==> src/rtl/natdec_pkg.sv <==
package natdec_pkg;

  localparam int DEF_CHAR_W    = 16;
  localparam int DEF_NUM_CHARS = 8;
  localparam int NIB_W         = 4;

  // character codes
  localparam logic [15:0] SGN_PLUS  = 16'h002B;
  localparam logic [15:0] SGN_MINUS = 16'h002D;
  localparam logic [15:0] DIG_LO    = 16'h0030;
  localparam logic [15:0] DIG_HI    = 16'h0039;

  // packed sign nibbles
  localparam logic [3:0] NIB_PLUS_A = 4'hC;
  localparam logic [3:0] NIB_PLUS_B = 4'hF;
  localparam logic [3:0] NIB_MINUS  = 4'hD;

  typedef struct packed {
    logic capture;
    logic clear;
  } strobe_t;

  typedef struct packed {
    logic lt;
    logic gt;
    logic eq;
    logic so;
  } cc_t;

endpackage

==> src/rtl/natdec_ctrl.sv <==
module natdec_ctrl
  import natdec_pkg::*;
(
  input  logic    clk,
  input  logic    rst,
  input  logic    validIn,
  output strobe_t strobes,
  output logic    validOut
);

  always_comb begin
    strobes.capture = validIn;
    strobes.clear   = rst;
  end

  always_ff @(posedge clk) begin
    if (rst) validOut <= 1'b0;
    else     validOut <= validIn;
  end

  AST_VALID_FOLLOWS: assert property (@(posedge clk) disable iff (rst)
    validIn |=> validOut);
  AST_IDLE_FOLLOWS: assert property (@(posedge clk) disable iff (rst)
    !validIn |=> !validOut);

endmodule

==> src/rtl/natdec_dpath.sv <==
module natdec_dpath
  import natdec_pkg::*;
#(
  parameter int CHAR_W    = DEF_CHAR_W,
  parameter int NUM_CHARS = DEF_NUM_CHARS
) (
  input  logic                        clk,
  input  logic                        rst,
  input  strobe_t                     strobes,
  input  logic                        prefSign,
  input  logic [CHAR_W*NUM_CHARS-1:0] natIn,
  output logic [CHAR_W*NUM_CHARS-1:0] bcdOut,
  output cc_t                         ccOut
);

  localparam int WORD_W = CHAR_W * NUM_CHARS;
  localparam int DIG_W  = NIB_W * NUM_CHARS;

  logic [CHAR_W-1:0]    signChar;
  logic                 signPlus;
  logic                 signMinus;
  logic [NIB_W-1:0]     signNib;
  logic [NUM_CHARS-1:1] charOk;
  logic [NUM_CHARS-1:1] prefixOk;
  logic [NUM_CHARS-1:1] digNz;
  logic [DIG_W-1:0]     packedDig;
  logic                 operandOk;
  cc_t                  nextCc;
  logic [WORD_W-1:0]    nextWord;

  assign signChar  = natIn[CHAR_W-1:0];
  assign signPlus  = (signChar == CHAR_W'(SGN_PLUS));
  assign signMinus = (signChar == CHAR_W'(SGN_MINUS));
  assign signNib   = signPlus ? (prefSign ? NIB_PLUS_B : NIB_PLUS_A) : NIB_MINUS;

  assign packedDig[NIB_W-1:0] = signNib;

  // per-character range check and nibble extraction
  generate
    for (genvar i = 1; i < NUM_CHARS; i++) begin : g_dig
      logic [CHAR_W-1:0] ch;
      assign ch        = natIn[i*CHAR_W +: CHAR_W];
      assign charOk[i] = (ch >= CHAR_W'(DIG_LO)) && (ch <= CHAR_W'(DIG_HI));
      assign digNz[i]  = (ch != CHAR_W'(DIG_LO));
      assign packedDig[i*NIB_W +: NIB_W] = prefixOk[i] ? ch[NIB_W-1:0] : '0;
    end
  endgenerate

  // a digit is kept only if it and every lower digit are good
  always_comb begin : p_prefix
    logic run;
    run      = 1'b1;
    prefixOk = '0;
    for (int i = 1; i < NUM_CHARS; i++) begin
      run         = run & charOk[i];
      prefixOk[i] = run;
    end
  end

  assign operandOk = (signPlus | signMinus) & prefixOk[NUM_CHARS-1];

  always_comb begin
    nextCc = '0;
    if (!operandOk)   nextCc.so = 1'b1;
    else if (|digNz)  begin
      if (signPlus)   nextCc.gt = 1'b1;
      else            nextCc.lt = 1'b1;
    end
    else              nextCc.eq = 1'b1;
  end

  assign nextWord = WORD_W'(packedDig);

  always_ff @(posedge clk) begin
    if (strobes.clear) begin
      bcdOut <= '0;
      ccOut  <= '0;
    end else if (strobes.capture) begin
      bcdOut <= nextWord;
      ccOut  <= nextCc;
    end
  end

  AST_UPPER_ZERO: assert property (@(posedge clk) disable iff (rst)
    bcdOut[WORD_W-1:DIG_W] == '0);
  AST_BAD_SIGN: assert property (@(posedge clk) disable iff (rst)
    (strobes.capture && !signPlus && !signMinus) |=> (ccOut == 4'b0001));
  AST_PLUS_CODE: assert property (@(posedge clk) disable iff (rst)
    (strobes.capture && signPlus) |=>
      (bcdOut[NIB_W-1:0] == ($past(prefSign) ? NIB_PLUS_B : NIB_PLUS_A)));
  AST_HOLD_IDLE: assert property (@(posedge clk) disable iff (rst)
    !strobes.capture |=> ($stable(bcdOut) && $stable(ccOut)));

endmodule

==> src/rtl/natdec_bcd_pack.sv <==
module natdec_bcd_pack
  import natdec_pkg::*;
#(
  parameter int CHAR_W    = DEF_CHAR_W,
  parameter int NUM_CHARS = DEF_NUM_CHARS
) (
  input  logic                        clk,
  input  logic                        rst,
  input  logic                        validIn,
  input  logic                        prefSign,
  input  logic [CHAR_W*NUM_CHARS-1:0] natIn,
  output logic                        validOut,
  output logic [CHAR_W*NUM_CHARS-1:0] bcdOut,
  output logic [3:0]                  ccOut
);

  strobe_t strobes;
  cc_t     ccReg;

  natdec_ctrl u_ctrl (
    .clk      (clk),
    .rst      (rst),
    .validIn  (validIn),
    .strobes  (strobes),
    .validOut (validOut)
  );

  natdec_dpath #(
    .CHAR_W    (CHAR_W),
    .NUM_CHARS (NUM_CHARS)
  ) u_dpath (
    .clk      (clk),
    .rst      (rst),
    .strobes  (strobes),
    .prefSign (prefSign),
    .natIn    (natIn),
    .bcdOut   (bcdOut),
    .ccOut    (ccReg)
  );

  assign ccOut = ccReg;

  AST_ONE_FLAG: assert property (@(posedge clk) disable iff (rst)
    validOut |-> ($countones(ccOut) == 1));

endmodule

==> config.mk <==
export PLATFORM = sky130hd
export DESIGN_NAME = natdec_bcd_pack
export DESIGN_NICKNAME = d
export VERILOG_FILES = /design/src/rtl/natdec_pkg.sv /design/src/rtl/natdec_ctrl.sv /design/src/rtl/natdec_dpath.sv /design/src/rtl/natdec_bcd_pack.sv
export SDC_FILE = /design/constraint.sdc
export NUM_CORES = 1
export LEC_CHECK = 0
export CORE_AREA = 2 2 103 105
export CTS_BUF_LIST = sky130_fd_sc_hd__clkbuf_8
export DETAILED_ROUTE_END_ITERATION = 12
export DIE_AREA = 0 0 105 107
export PLACE_DENSITY_LB_ADDON = 0.08
export SETUP_SLACK_MARGIN = 0.02
export SLEW_MARGIN = 20
export SYNTH_ARGS = -nofsm -noshare
export SYNTH_HDL_FRONTEND = slang
export SYNTH_SLANG_ARGS = --single-unit
export TNS_END_PERCENT = 100
==> constraint.sdc <==
create_clock -name clk -period 2.5 [get_ports clk]
set_input_delay 0.5 -clock clk [delete_from_list [all_inputs] [get_ports clk]]
set_output_delay 0.5 -clock clk [all_outputs]
set_load 0.005 [all_outputs]
Word level (Yosys, flattened, before mapping)
Index checks and enable logic that the tools add are counted.
{ "totals": {"reg_bits": 37, "in_bits": 132, "output_inout_bits": 133, "word_cells": 60} }
{ "op_classes": {"n_lt_le_gt_ge": 14, "eq_ne": 9, "n_mux": 15, "bitwise_logic": 8, "n_reduce_logical": 8} }
{ "ops": {"columns": ["cell", "n"], "rows": [
  [">= comparator 16 x 6 -> 1 bit (second input constant)", 7],
  ["<= comparator 16 x 6 -> 1 bit (second input constant)", 7],
  ["!= test 16 x 6 -> 1 bit (second input constant)", 7],
  ["equality test 16 x 6 -> 1 bit (second input constant)", 2],
  ["2-to-1 mux 4 bit", 8],
  ["AND 1 bit", 7],
  ["logical AND 1 bit", 7],
  ["OR reduction 7 bit", 1],
  ["2-to-1 mux 1 bit", 4],
  ["2-to-1 mux 2 bit", 2],
  ["2-to-1 mux 3 bit", 1],
  ["OR 1 bit", 1]
]} }

Logic depth before layout (Yosys ltp)
Gate-level depths: netlist of run 1.
{ "logic_depth": {"word_depth": 10, "mapped_depth": 5, "depth_no_buf": 5} }

By module
From an unflattened synthesis of run 1, not the netlist that was laid out.
{ "unflattened": {"cells_unflattened": 326, "area_unflattened_um2": 2641.3} }
{ "modules_own_cells": {"columns": ["module", "instances", "cells_per_inst", "area_each_um2", "seq_area_each_um2"], "rows": [
  ["natdec_dpath", 1, 322, 2592.5, 700.7],
  ["natdec_ctrl", 1, 4, 48.8, 20.0]
]} }

Worst setup path after synthesis of run 1
OpenSTA, ideal clock, no wires.
{ "synth_timing": {"path_type": "input to register", "from": "input port natIn[71]", "to": "register u_dpath.bcdOut[24]", "setup_ns": 0.059, "arrival_time_ns": 1.931, "required_time_ns": 2.441, "setup_slack_ns": 0.509, "cell_stages": 5, "path_buffers": 0, "cell_sequence": "nor4bb_1 > nand4_1 > or4_4 > and4bb_1 > a22o_1"} }
{ "synth_via": {"elab_chain_cells": 6, "word_cells_on_any_way": 7, "cone_classes": "order compare: 2; mux: 1; bitwise: 3; reduce/logical: 1"} }
{ "synth_rtl": {"columns": ["element", "line_no", "source"], "rows": [
  ["start: declaration", "natdec_bcd_pack.sv:11", "input logic [CHAR_W*NUM_CHARS-1:0] natIn,"],
  [">= comparator 16 x 6 -> 1 bit or <= comparator 16 x 6 -> 1 bit (tied branches)", "natdec_dpath.sv:43", "assign charOk[i] = (ch >= CHAR_W'(DIG_LO)) && (ch <= CHAR_W'(DIG_HI));"],
  ["logical AND 1 bit *", "natdec_dpath.sv:43", null],
  ["AND 1 bit * (3 in series)", "natdec_dpath.sv:55", "run = run & charOk[i];"],
  ["2-to-1 mux 4 bit *", "natdec_dpath.sv:45", "assign packedDig[i*NIB_W +: NIB_W] = prefixOk[i] ? ch[NIB_W-1:0] : '0;"],
  ["end signal: assignment", "natdec_dpath.sv:79", "bcdOut <= nextWord;"],
  ["end: declaration", "natdec_dpath.sv:12", "output logic [CHAR_W*NUM_CHARS-1:0] bcdOut,"]
]} }
Every way passes the cells marked *; elsewhere a longest branch is shown, timed or not.
A chain may end at the register's enable or synchronous reset.

Final worst setup path of run 1
{ "layout_timing": {"from": "input port natIn[68]", "to": "register u_dpath.bcdOut[24]"} }
Same word-level chain as after synthesis.

==> flow_summary_export.csv, run 1 <==
group,metric,value,unit
global_route,gr-total-overflow,0,
critical_path,endpoint,"u_dpath.bcdOut[24]$_SDFFE_PP0P_",
logic_synthesis,async_reset_ff_frac,0,
clock_network,postCtsSetupBuffers,0,
detailed_routing,avgRoutedWirePerCell,13.7,um
logic_synthesis,synth_top_area_share,0.290,
timing,finClkSkew,0,ns
global_route,grt_pass1_wl,12900,um
critical_path,r2r_end,"u_dpath.bcdOut[7]$_SDFFE_PP0P_",
logic_synthesis,synth_seq_area_share,0.287,
timing,drv_slew,0,
timing,min_period,2.30,ns
timing,worst_pin_slew,0.568,ns
clock_network,htree_levels,2,
layout,num-fill-cells,1070,
timing,grt_setup_unrepaired,"false",
die,row_count,37,
critical_path,worstPathMaxFanout,4,
power_and_ir_drop,power_density,313,nW/um2
detailed_routing,drc,0,
clock_network,hold_buffers,0,
placement,port_buffers,168,
logic_synthesis,synth_edf_count,0,
logic_synthesis,syn_avg_cell_area,8.37,um2
critical_path,critical_path_arrival,2.54,ns
global_route,antenna_found_initial,0,
critical_path,r2r_slack,1.79,ns
clock_network,clock_path_buffers,2,
clock_network,root_buffer,"clkbuf_8",
detailed_routing,drt_iter0_drc,77,
die,die_x,105,um
clock_network,cts_inserted_buffers,5,
logic_synthesis,ys_ff_latch,36,
layout,fin_cells,635,
global_route,grtUsageTotal,0.146,
die,dieArea,11200,um2
timing,setup_viol,0,
placement,hpwl,7600,um
clock_network,numClockSinks,36,
timing,fmax,0.434,GHz
clock_network,cts_resized,0,
power_and_ir_drop,fin_total_pwr,1.34,mW
critical_path,worstReg2RegStart,"u_dpath.bcdOut[7]$_SDFFE_PP0P_",
critical_path,reg2reg_depth,3,
timing,finalCritPeriodShare,0.921,
die,io_pins,265,
logic_synthesis,ys_types,36,
layout,area_delta_synth_final,70.7,%
critical_path,path_class,"in -> reg",
clock_network,clkLatencyLatePin,0.28,ns
logic_synthesis,yosys.area.top_type,"buf_4",
timing,fin_ws,0.197,ns
layout,drive_above_1_share,0.0962,
die,dieHeight,107,um
layout,finalNetCount,630,
detailed_routing,dr_total_vias,2660,
critical_path,end_kind,"flip-flop",
detailed_routing,dr.pass1.iters,4,
clock_network,clkTransAtPathRegs,0.08,ns
layout,antennaDiodeCount,0,
detailed_routing,ant_nets,0,
placement,pre_cts_ws,-0.143,ns
logic_synthesis,synth_area_leaders,"buf_4, dfxtp_1, a22o_1, nor4_1, nand4_1",
flow_run,cap_violations,0,
min_path,hold_path.class,"reg -> reg",
global_route,first_global_vias,2538,
timing,fin_setup_tns,0,ns
placement,place_inst,627,
critical_path,worst_ep_required_time,2.74,ns
power_and_ir_drop,leakage,1.68,nW
logic_synthesis,synth_commonest_cells,"buf_4, dfxtp_1, nor4_1, nor2_1, nand4_1",
critical_path,crit_start,"natIn[68]",
placement,place_congestion,0.756,
logic_synthesis,synth.most_common_cell,"buf_4",
logic_synthesis,synth_area,2510,um2
clock_network,cts_tree,"done",
critical_path,cp-start-kind,"input port",
logic_synthesis,yosys_warnings,0,
logic_synthesis,synthCells,300,
global_route,grt_max_degree,20,
power_and_ir_drop,peakVddDrop,173,uV
detailed_routing,wl,8730,um
die,coreArea,10100,um2
timing,report.final.hold_viol_count,0,
timing,max_slew_margin,0.619,
logic_synthesis,ys.flop_type,"dfxtp_1",
layout,final_core_util,0.425,
detailed_routing,vias_per_cell,4.19,
die,floorplan.initialDensity,0.249,
run_status,status,"completed",
-- routing by layer --
metal	routed length, um	global-route usage	up-vias
met5	0	0	-
met4	21	0.0295	0
met3	855	0.0529	2
met2	4330	0.262	148
met1	3530	0.166	1220
li1	-	-	1290
-- report_power, final --
| part | switching [mW] | internal, mW | total [mW] |
|---|---|---|---|
| logic | 0.124 | 0.222 | 0.347 |
| registers | 0.00213 | 0.577 | 0.579 |
| clock network | 0.221 | 0.194 | 0.415 |
| total | 0.347 | 0.994 | 1.34 |
-- critical path: stages --
cell and delay (ns):
clkdlybuf4s50_1 0.44, nor4bb_1 0.27, nand4_1 0.23, or4_4 0.60
and4bb_1 0.34, a22o_1 0.15
-- worst min path at each step --
stage / start / end / slack [ns] / cells past startpoint
floorplan: u_dpath.ccOut[1]$_SDFFE_PP0P_ / u_dpath.ccOut[1]$_SDFFE_PP0P_ / 0.44 / 2
global placement: u_dpath.ccOut[3]$_SDFFE_PP0P_ / u_dpath.ccOut[3]$_SDFFE_PP0P_ / 0.45 / 2
detailed placement: u_dpath.ccOut[3]$_SDFFE_PP0P_ / u_dpath.ccOut[3]$_SDFFE_PP0P_ / 0.45 / 2
CTS: u_dpath.ccOut[3]$_SDFFE_PP0P_ / u_dpath.ccOut[3]$_SDFFE_PP0P_ / 0.46 / 2
global route: u_dpath.ccOut[3]$_SDFFE_PP0P_ / u_dpath.ccOut[3]$_SDFFE_PP0P_ / 0.48 / 2
finish: u_dpath.ccOut[3]$_SDFFE_PP0P_ / u_dpath.ccOut[3]$_SDFFE_PP0P_ / 0.45 / 2
-- kinds of logic (layout without fill, tap and decap cells) --
kind of cell | after synthesis | after routing | synth area share
other | 1 | 96 | 0.00149
AND/OR/NAND/NOR | 118 | 118 | 0.300
AO/OA/AOI/OAI | 41 | 41 | 0.109
flip-flops | 36 | 36 | 0.287
buffers and inverters | 103 | 207 | 0.299
XOR/XNOR | 1 | 1 | 0.00349
-- sequential cells by signal, indices dropped and copies added, names as in the netlist --
name / cells
u_dpath.ccOut: 4
u_ctrl.validOut: 1
u_dpath.bcdOut: 31
-- metrics by stage --
| stage | instance area [um2] | hold slack (ns) |
|---|---|---|
| 3_3_place_gp | 4200 | 0.446 |
| 3_5_place_dp | 4200 | 0.446 |
| 5_1_grt | 4290 | 0.476 |
| 6_report | 4290 | 0.453 |
| 2_1_floorplan | 2870 | 0.442 |
| 4_1_cts | 4290 | 0.456 |
-- final cells by class --
class | count | area, um2 | share of cell area
clock inverters | 3 | 18.8 | 0.00438
inverters | 1 | 3.75 | 0.000876
multi-input cells | 256 | 1400 | 0.326
clock buffers | 5 | 68.8 | 0.0161
well taps | 136 | 170 | 0.0397
flip-flops and latches | 36 | 721 | 0.168
repair buffers | 198 | 1910 | 0.445
-- cell usage in the layout, fill, tap and decap left out, types with 2 or more instances in the layout --
cell             synthesis  final
clkdlybuf4s50_1          0    168
conb_1                   1     96
dfxtp_1                 36     36
buf_4                   97     30
nor4_1                  22     22
nor2_1                  21     21
nand4_1                 17     17
a22o_1                  16     16
a21oi_1                 13     13
nor2b_1                  9      9
nand3_1                  8      8
nand2_1                  8      8
o21ai_0                  7      7
nor3_1                   6      6
nand2b_1                 5      5
clkbuf_8                 0      5
nor4bb_1                 4      4
nor4_2                   4      4
and4bb_2                 2      2
o21ai_1                  2      2
and4bb_1                 2      2
clkinv_2                 0      2
Note: power is estimated with default switching activity, not from simulation.
==> run 2, diff against run 1 <==
Settings changed: HOLD_SLACK_MARGIN from default to 0.12.
==> results of run 2 <==
No change in the layout: final DEF, timing and power equal those of run 1.
